## src/rtl/irqc_pkg.sv

```systemverilog
package irqc_pkg;
   localparam int unsigned REG_ENABLE = 0;
   localparam int unsigned REG_EN_SET = 1;
   localparam int unsigned REG_EN_CLR = 2;
   localparam int unsigned REG_MODE   = 3;
   localparam int unsigned REG_POL    = 4;
   localparam int unsigned REG_ACK    = 5;
   localparam int unsigned REG_STATUS = 6;
   localparam int unsigned REG_LOWEST = 7;
   localparam int unsigned MIN_ADDR_W = 3;
endpackage

```

## src/rtl/irqc_sync.sv

```systemverilog
module irqc_sync #(
   parameter int unsigned WIDTH  = 32,
   parameter int unsigned STAGES = 2
) (
   input  logic             clk,
   input  logic             rst,
   input  logic [WIDTH-1:0] d,
   output logic [WIDTH-1:0] q
);
   logic [STAGES-1:0][WIDTH-1:0] chain;

   always_ff @(posedge clk) begin
      if (rst) begin
         chain <= '0;
      end else begin
         chain[0] <= d;
         for (int s = 1; s < STAGES; s++) begin
            chain[s] <= chain[s-1];
         end
      end
   end

   assign q = chain[STAGES-1];
endmodule

```

## src/rtl/irqc_line.sv

```systemverilog
module irqc_line (
   input  logic clk,
   input  logic rst,
   input  logic lvl,
   input  logic mode_edge,
   input  logic pol_low,
   input  logic ack,
   output logic pending
);
   logic prev_q;
   logic latch_q;
   logic edge_hit;

   always_ff @(posedge clk) begin
      if (rst) prev_q <= 1'b0;
      else     prev_q <= lvl;
   end

   // qualifying edge, sense chosen by polarity
   assign edge_hit = pol_low ? (prev_q & ~lvl) : (~prev_q & lvl);

   // a new edge has priority over an acknowledge in the same cycle
   always_ff @(posedge clk) begin
      if (rst)            latch_q <= 1'b0;
      else if (!mode_edge) latch_q <= 1'b0;
      else                latch_q <= (latch_q & ~ack) | edge_hit;
   end

   assign pending = mode_edge ? latch_q : (lvl ^ pol_low);
endmodule

```

## src/rtl/irqc_lowest.sv

```systemverilog
module irqc_lowest #(
   parameter int unsigned N     = 32,
   parameter int unsigned IDX_W = 5
) (
   input  logic [N-1:0]     req,
   output logic [IDX_W-1:0] idx,
   output logic             valid
);
   always_comb begin
      idx = '0;
      for (int i = N - 1; i >= 0; i--) begin
         if (req[i]) idx = IDX_W'(i);
      end
   end

   assign valid = |req;
endmodule

```

## src/rtl/irqc_regs.sv

```systemverilog
module irqc_regs
   import irqc_pkg::*;
#(
   parameter int unsigned NUM_SRC = 32,
   parameter int unsigned DATA_W  = 32,
   parameter int unsigned ADDR_W  = 3,
   parameter int unsigned IDX_W   = 5
) (
   input  logic               clk,
   input  logic               rst,
   input  logic               bus_wr,
   input  logic [ADDR_W-1:0]  bus_addr,
   input  logic [DATA_W-1:0]  bus_wdata,
   input  logic [NUM_SRC-1:0] status,
   input  logic [IDX_W-1:0]   low_idx,
   input  logic               low_valid,
   output logic [NUM_SRC-1:0] en_q,
   output logic [NUM_SRC-1:0] mode_q,
   output logic [NUM_SRC-1:0] pol_q,
   output logic [NUM_SRC-1:0] ack,
   output logic [DATA_W-1:0]  bus_rdata
);
   logic [NUM_SRC-1:0] wbits;
   logic wr_set, wr_clr, wr_mode, wr_pol, wr_ack;

   assign wbits   = bus_wdata[NUM_SRC-1:0];
   assign wr_set  = bus_wr && (bus_addr == ADDR_W'(REG_EN_SET));
   assign wr_clr  = bus_wr && (bus_addr == ADDR_W'(REG_EN_CLR));
   assign wr_mode = bus_wr && (bus_addr == ADDR_W'(REG_MODE));
   assign wr_pol  = bus_wr && (bus_addr == ADDR_W'(REG_POL));
   assign wr_ack  = bus_wr && (bus_addr == ADDR_W'(REG_ACK));

   always_ff @(posedge clk) begin
      if (rst) begin
         en_q   <= '0;
         mode_q <= '0;
         pol_q  <= '0;
      end else begin
         if (wr_set)  en_q   <= en_q | wbits;
         if (wr_clr)  en_q   <= en_q & ~wbits;
         if (wr_mode) mode_q <= wbits;
         if (wr_pol)  pol_q  <= wbits;
      end
   end

   assign ack = wr_ack ? wbits : '0;

   always_comb begin
      bus_rdata = '0;
      unique case (bus_addr)
         ADDR_W'(REG_ENABLE): bus_rdata[NUM_SRC-1:0] = en_q;
         ADDR_W'(REG_MODE):   bus_rdata[NUM_SRC-1:0] = mode_q;
         ADDR_W'(REG_POL):    bus_rdata[NUM_SRC-1:0] = pol_q;
         ADDR_W'(REG_STATUS): bus_rdata[NUM_SRC-1:0] = status;
         ADDR_W'(REG_LOWEST): begin
            bus_rdata[DATA_W-1]  = low_valid;
            bus_rdata[IDX_W-1:0] = low_idx;
         end
         default: bus_rdata = '0;
      endcase
   end
endmodule

```

## src/rtl/irq_cascade_ctrl.sv

```systemverilog
module irq_cascade_ctrl
   import irqc_pkg::*;
#(
   parameter int unsigned NUM_SRC     = 32,
   parameter int unsigned DATA_W      = 32,
   parameter int unsigned ADDR_W      = 3,
   parameter int unsigned SYNC_STAGES = 2,
   localparam int unsigned IDX_W      = (NUM_SRC > 1) ? $clog2(NUM_SRC) : 1
) (
   input  logic               clk,
   input  logic               rst,
   input  logic [NUM_SRC-1:0] src_irq,
   input  logic               bus_wr,
   input  logic [ADDR_W-1:0]  bus_addr,
   input  logic [DATA_W-1:0]  bus_wdata,
   output logic [DATA_W-1:0]  bus_rdata,
   output logic               parent_irq,
   output logic [IDX_W-1:0]   low_idx,
   output logic               low_valid
);
   initial begin
      if (NUM_SRC < 1 || NUM_SRC > DATA_W)
         $error("NUM_SRC must lie in 1..DATA_W");
      if (IDX_W >= DATA_W)
         $error("index field collides with the valid bit");
      if (ADDR_W < MIN_ADDR_W)
         $error("ADDR_W too small for the register map");
      if (SYNC_STAGES < 2)
         $error("SYNC_STAGES must be at least 2");
   end

   logic [NUM_SRC-1:0] lvl;
   logic [NUM_SRC-1:0] en_q, mode_q, pol_q, ack;
   logic [NUM_SRC-1:0] pend;
   logic [NUM_SRC-1:0] status;

   irqc_sync #(.WIDTH(NUM_SRC), .STAGES(SYNC_STAGES)) u_sync (
      .clk(clk), .rst(rst), .d(src_irq), .q(lvl)
   );

   generate
      for (genvar n = 0; n < NUM_SRC; n++) begin : g_line
         irqc_line u_line (
            .clk(clk), .rst(rst), .lvl(lvl[n]),
            .mode_edge(mode_q[n]), .pol_low(pol_q[n]),
            .ack(ack[n]), .pending(pend[n])
         );
      end
   endgenerate

   assign status     = pend & en_q;
   assign parent_irq = |status;

   irqc_lowest #(.N(NUM_SRC), .IDX_W(IDX_W)) u_lowest (
      .req(status), .idx(low_idx), .valid(low_valid)
   );

   irqc_regs #(
      .NUM_SRC(NUM_SRC), .DATA_W(DATA_W), .ADDR_W(ADDR_W), .IDX_W(IDX_W)
   ) u_regs (
      .clk(clk), .rst(rst), .bus_wr(bus_wr), .bus_addr(bus_addr),
      .bus_wdata(bus_wdata), .status(status), .low_idx(low_idx),
      .low_valid(low_valid), .en_q(en_q), .mode_q(mode_q), .pol_q(pol_q),
      .ack(ack), .bus_rdata(bus_rdata)
   );
endmodule

```

## config.mk

```make
export PLATFORM = sky130hd
export DESIGN_NAME = irq_cascade_ctrl
export DESIGN_NICKNAME = d
export VERILOG_FILES = /design/src/rtl/irqc_pkg.sv /design/src/rtl/irqc_sync.sv /design/src/rtl/irqc_line.sv /design/src/rtl/irqc_lowest.sv /design/src/rtl/irqc_regs.sv /design/src/rtl/irq_cascade_ctrl.sv
export SDC_FILE = /design/constraint.sdc
export NUM_CORES = 1
export LEC_CHECK = 0
export CAP_MARGIN = 5
export CORE_MARGIN = 1.5
export CORE_UTILIZATION = 40
export DETAILED_ROUTE_END_ITERATION = 16
export DONT_BUFFER_PORTS = 1
export PLACE_DENSITY = 0.63
export SYNTH_ARGS = -nofsm -noshare
export SYNTH_HDL_FRONTEND = slang
export SYNTH_HIERARCHICAL = 1
export SYNTH_SLANG_ARGS = --single-unit
```

## constraint.sdc

```tcl
create_clock -name clk -period 4.7 [get_ports clk]
set_clock_uncertainty 0.15 [all_clocks]
set_input_delay 0.94 -clock clk [delete_from_list [all_inputs] [get_ports clk]]
set_output_delay 0.94 -clock clk [all_outputs]
set_load 0.03 [all_outputs]
```

After elaboration in Yosys (flattened, before gate mapping)
Index checks and enable logic that the tools add are counted.
{"block": "op_classes", "n_eq_ne": 7, "muxes": 102, "bitwise": 292, "n_reduce_logical": 40}
{"operator": "5-bit 2-to-1 mux", "n": 32}
{"operator": "1-bit inverter", "n": 128}
{"operator": "26-bit one-hot mux with 4 select lines", "n": 1}
{"operator": "1-bit AND", "n": 96}
{"operator": "32-bit 2-to-1 mux", "n": 3}
{"operator": "32-bit AND", "n": 2}
{"operator": "1-bit 2-to-1 mux", "n": 64}
{"operator": "2-bit OR reduction", "n": 32}
{"operator": "32-bit inverter", "n": 1}
{"operator": "1-bit OR", "n": 32}
{"operator": "32-bit OR", "n": 1}
{"operator": "32-bit OR reduction", "n": 1}
{"operator": "1-bit XOR", "n": 32}
{"operator": "5-bit one-hot mux with 5 select lines", "n": 1}
{"operator": "3-bit == test, second input constant", "n": 4}
{"operator": "3-bit by 2-bit == test with 1-bit output, second input constant", "n": 2}
{"operator": "1-bit logical AND", "n": 5}
{"operator": "1-bit one-hot mux with 5 select lines", "n": 1}
{"operator": "3-bit by 1-bit == test with 1-bit output, second input constant", "n": 1}
{"operator": "3-bit zero test", "n": 1}
{"operator": "2-bit nonzero test", "n": 1}
{"block": "word_totals", "regBits": 224, "input_bits": 70, "out_inout_bits": 39}

Longest topological paths before layout
{"block": "logic_depth", "word_depth": 36, "ltp_mapped": 12, "ltp_nobuf": 11}

Hierarchy
The synthesis kept the hierarchy.
{"mod": "irqc_regs", "n_inst": 1, "cells_per_inst": 588, "area_each_um2": 4787.1}
{"mod": "irqc_line", "n_inst": 32, "cells_per_inst": 11, "area_each_um2": 105.1}
{"mod": "irqc_sync", "n_inst": 1, "cells_per_inst": 167, "area_each_um2": 2158.3}
{"mod": "irqc_lowest", "n_inst": 1, "cells_per_inst": 65, "area_each_um2": 385.4}
{"mod": "irq_cascade_ctrl", "n_inst": 1, "cells_per_inst": 45, "area_each_um2": 297.8}

Worst setup path before layout
Ideal clock, no wire load.
{"block": "synth_path", "path_type": "reg2out", "from": "register u_sync.chain, in the netlist u_sync/q[31]", "to": "output bus_rdata[0]", "arrival_ns": 3.099, "required_ns": 3.610, "path_slack_ns": 0.511, "path_stages_with_launch": 13, "path_buffers": 1, "cell_sequence": "dfxtp_1 > buf_4 > xnor2_1 > o21ai_0 > and2_1 > nor3b_1 > nor3_1 > o31ai_1 > o2111ai_1 > a221oi_1 > mux2_2 > a22oi_1 > a21oi_1"}
{"block": "synth_between", "elab_chain_len": 36}
{"element": "start, declared", "line": "irqc_sync.sv:10", "text": "logic [STAGES-1:0][WIDTH-1:0] chain;"}
{"element": "start signal, assigned by index", "line": "irqc_sync.sv:18", "text": "chain[s] <= chain[s-1];"}
{"element": "1-bit XOR", "line": "irqc_line.sv:29", "text": "assign pending = mode_edge ? latch_q : (lvl ^ pol_low);"}
{"element": "1-bit 2-to-1 mux", "line": "irqc_line.sv:29"}
{"element": "net pend[31]", "line": "irq_cascade_ctrl.sv:34", "text": "logic [NUM_SRC-1:0] pend;"}
{"element": "32-bit AND", "line": "irq_cascade_ctrl.sv:51", "text": "assign status = pend & en_q;"}
{"element": "net status[31]", "line": "irq_cascade_ctrl.sv:35", "text": "logic [NUM_SRC-1:0] status;"}
{"element": "5-bit 2-to-1 mux (32 in series)", "line": "irqc_lowest.sv:12", "text": "if (req[i]) idx = IDX_W'(i);"}
{"element": "net low_idx[0]", "line": "irq_cascade_ctrl.sv:18", "text": "output logic [IDX_W-1:0] low_idx,"}
{"element": "5-bit one-hot mux with 5 select lines", "line": "irqc_regs.sv:50", "text": "unique case (bus_addr)"}
{"element": "end, declared", "line": "irq_cascade_ctrl.sv:16", "text": "output logic [DATA_W-1:0] bus_rdata,"}
The timed path passes the listed nets, and every way through them passes these cells.

Final worst setup path
{"block": "layout_path", "from": "register u_regs.pol_q[19]", "to": "output bus_rdata[2]"}
{"block": "layout_between", "elab_chain_len": 24}
{"element": "start, declared", "line": "irqc_regs.sv:19", "text": "output logic [NUM_SRC-1:0] pol_q,"}
{"element": "start signal, assigned", "line": "irqc_regs.sv:42", "text": "if (wr_pol) pol_q <= wbits;"}
{"element": "1-bit XOR", "line": "irqc_line.sv:29"}
{"element": "1-bit 2-to-1 mux", "line": "irqc_line.sv:29"}
{"element": "net pend[19]", "line": "irq_cascade_ctrl.sv:34"}
{"element": "32-bit AND", "line": "irq_cascade_ctrl.sv:51"}
{"element": "net status[19]", "line": "irq_cascade_ctrl.sv:35"}
{"element": "5-bit 2-to-1 mux (20 in series)", "line": "irqc_lowest.sv:12"}
{"element": "net low_idx[2]", "line": "irq_cascade_ctrl.sv:18"}
{"element": "5-bit one-hot mux with 5 select lines", "line": "irqc_regs.sv:50"}
The timed path passes the listed nets, and every way through them passes these cells.

==> results.toml <==
[global_route]
antenna_found_initial = 0
grt-ovfl-total = 0
use_met3 = 0.03741
use_met2 = 0.3184
grt_pass1_wl_um = 43010
grt_most_used_layer = "met2"
use_met1 = 0.2540
grt_max_degree = 225
grt_usage = 0.1915
grt_pass1_vias = 7656

[logic_synthesis]
syn-cell-area_um2 = 10990
syn_inst = 1217
synth_edf_count = 0
post_synth_num_cell_types = 51
synthFlopType = "dfxtp_1"
yosysSeqAreaShare = 0.4080
syn_area_per_cell_um2 = 9.032
ys_async_sr_fraction = 0
ys_ff_latch = 224
ys_warn_count = 6
synthesis.nets = 1287

[worst_setup_path]
critPathCaptureType = "output pin"
critPathKind = "reg -> out"
cp.required_ns = 3.61
arrival_ns = 3.33
crit_fanout = 6
critPathLaunch = "u_regs/pol_q[19]"
startpoint_type = "register"
r2r_start = "u_sync/q[27]"

[placement]
placed_area_um2 = 11040
place_congestion = 0.7953
port_buffers = 0
hpwl_um = 17660

[clocking]
clk_latency_ns = 0.53
clkSlewWorstSetupHoldPaths_ns = 0.06
cts_tree = "yes"
cts_hold_buf = 0
cts_root_buf = "clkbuf_16"
clockBufferDepth = 3
htree_levels = 1
cts_sinks = 224
cts_buffers = 26

[power]
power_density_nw_per_um2 = 358.5
irDropWorstVdd_mv = 0.2299
total_leakage_power_nw = 3.951

[cells_and_area]
drive_gt1_frac = 0.1595
nets = 1254
final_common_cell = "dfxtp_1"
fillers = 2593
area_growth_syn_to_layout_pct = 8.389
diodes = 0
layout_common_cells = "224 x dfxtp_1, 163 x nand2_1, 77 x a21oi_1"
final_cell_area_um2 = 11910

[sta]
max_freq_mhz = 226.5
rsz0062_at_grt = "no"
hold_viol = 0
fin_setup_tns_ns = 0
slew_headroom = 0.3280
setup_viol_count_final = 0
drv_slew = 0
period_share = 0.9395
period_needed_ns = 4.416
tightest_slew_ns = 1.008

[floorplanning]
initial_core_util = 0.4078
core_um2 = 26950
die_h_um = 168.8
ios = 109
die_w_um = 168.8
dieArea_um2 = 28480
rows = 60

[run]
drv_cap = 0

[outcome]
run_status = "completed"

[worst_hold_path]
min_from = "u_sync/chain[25]"
hp-class = "reg -> reg"

[detailed_routing]
via_count = 8348
ant_nets = 0
vias_per_cell = 5.403
wl_per_cell_um = 18.08
routed_wl_um = 27930
drt_iter0_markers = 537
route.detailed.drc = 0
drt_pass1_iterations = 5
-- kinds of logic (layout without fill, tap and decap cells) --
group,Yosys count,count (layout),synth area share
AND/OR/NAND/NOR,511,511,0.2749
AO/OA/AOI/OAI,284,284,0.1888
flip-flops,224,224,0.4080
buffers and inverters,133,120,0.07217
XOR/XNOR,33,33,0.02630
multiplexers,32,32,0.02982
-- area by class of cell --
type	count	area (um^2)	share of cell area
repair buffers	33	247.7	0.02079
inverters	39	146.4	0.01229
well taps	341	426.7	0.03581
multi-input cells	860	5732	0.4811
clock inverters	9	87.58	0.007351
flip-flops and latches	224	4484	0.3764
clock buffers	39	789.5	0.06627
-- report_power, final --
group / internal (W) / leakage, nW / switching, W / total [W]
clock: 0.00121 / 0.435 / 0.000799 / 0.00201
combinational: 0.000122 / 1.69 / 0.000144 / 0.000266
sequential: 0.00195 / 1.82 / 0.0000396 / 0.00199
-- synth_stat cells, types with 2 or more instances --
cell | n | share of area
clkbuf_1 | 19 | 0.0065
nand2b_1 | 33 | 0.019
a21oi_1 | 77 | 0.035
buf_4 | 43 | 0.029
or2_2 | 5 | 0.0028
nand3b_1 | 32 | 0.022
buf_1 | 2 | 0.00068
mux2_2 | 6 | 0.0061
and2_4 | 2 | 0.0016
nor4_1 | 7 | 0.0040
a22oi_1 | 32 | 0.022
nor2b_2 | 60 | 0.048
a221oi_1 | 7 | 0.0056
xnor2_1 | 33 | 0.026
o31ai_1 | 4 | 0.0027
buf_2 | 16 | 0.0073
inv_1 | 39 | 0.013
and2_1 | 64 | 0.036
a211oi_1 | 33 | 0.023
nor3b_1 | 2 | 0.0014
nor3_2 | 2 | 0.0018
nor2b_1 | 39 | 0.022
o21ai_0 | 34 | 0.015
nor2_1 | 42 | 0.014
dfxtp_1 | 224 | 0.41
a2111oi_0 | 2 | 0.0016
o22ai_1 | 26 | 0.015
a311oi_2 | 32 | 0.044
buf_6 | 12 | 0.012
or4_4 | 2 | 0.0020
o21a_1 | 33 | 0.023
nor3_1 | 5 | 0.0023
or4_1 | 11 | 0.0075
nand2_1 | 163 | 0.056
buf_8 | 2 | 0.0027
or3b_1 | 32 | 0.025
mux2i_1 | 26 | 0.024
-- through the flow --
step | total power [W] | hold slack (ns) | cells | setup slack, ns | util
after floorplan | 0.002286 | 0.2638 | 1217 | 0.5113 | -
after global placement | 0.002293 | 0.2673 | 1497 | 0.8569 | 0.4095
after detailed placement | 0.002298 | 0.2725 | 1497 | 0.8458 | 0.4095
after CTS | 0.004321 | 0.2859 | 1545 | 0.2658 | 0.4420
after global routing | 0.004428 | 0.3054 | 1545 | 0.02575 | 0.4421
final | 0.004271 | 0.2817 | 1545 | 0.2843 | 0.4421
-- what timing repair did --
item                                    4_1_cts  5_1_grt
endpoints found under the setup margin        0        1
gates resized for setup                       0        1
buffers inserted                              0        0
-- critical path, cell delays in order, from the launching register on --
cell and delay [ns]:
dfxtp_1 0.40, xnor2_1 0.13, o21ai_0 0.08, and2_1 0.22
or4_4 0.57, o21ai_1 0.19, nand2_1 0.09, a21boi_2 0.44
mux2_2 0.26, a22oi_1 0.06, a21oi_1 0.18, buf_4 0.18
-- worst paths after layout --
kind | to | slack (ns) | cells after the start
worst max register to register | g_line[27].u_line/latch_q | 3.45 | 2
worst max-delay path | bus_rdata[2] | 0.28 | 11
worst min-delay path | u_sync/q[25] | 0.28 | 1
worst min register to register | u_sync/q[25] | 0.28 | 1
-- routing by layer --
metal | wire length, um | up-vias | share of wire
met5 | 0 | - | 0
met4 | 564 | 0 | 0.020
met3 | 1712 | 41 | 0.061
met2 | 13050 | 200 | 0.47
met1 | 12610 | 3974 | 0.45
li1 | - | 4133 | -
(Power assumes the default switching activity.)
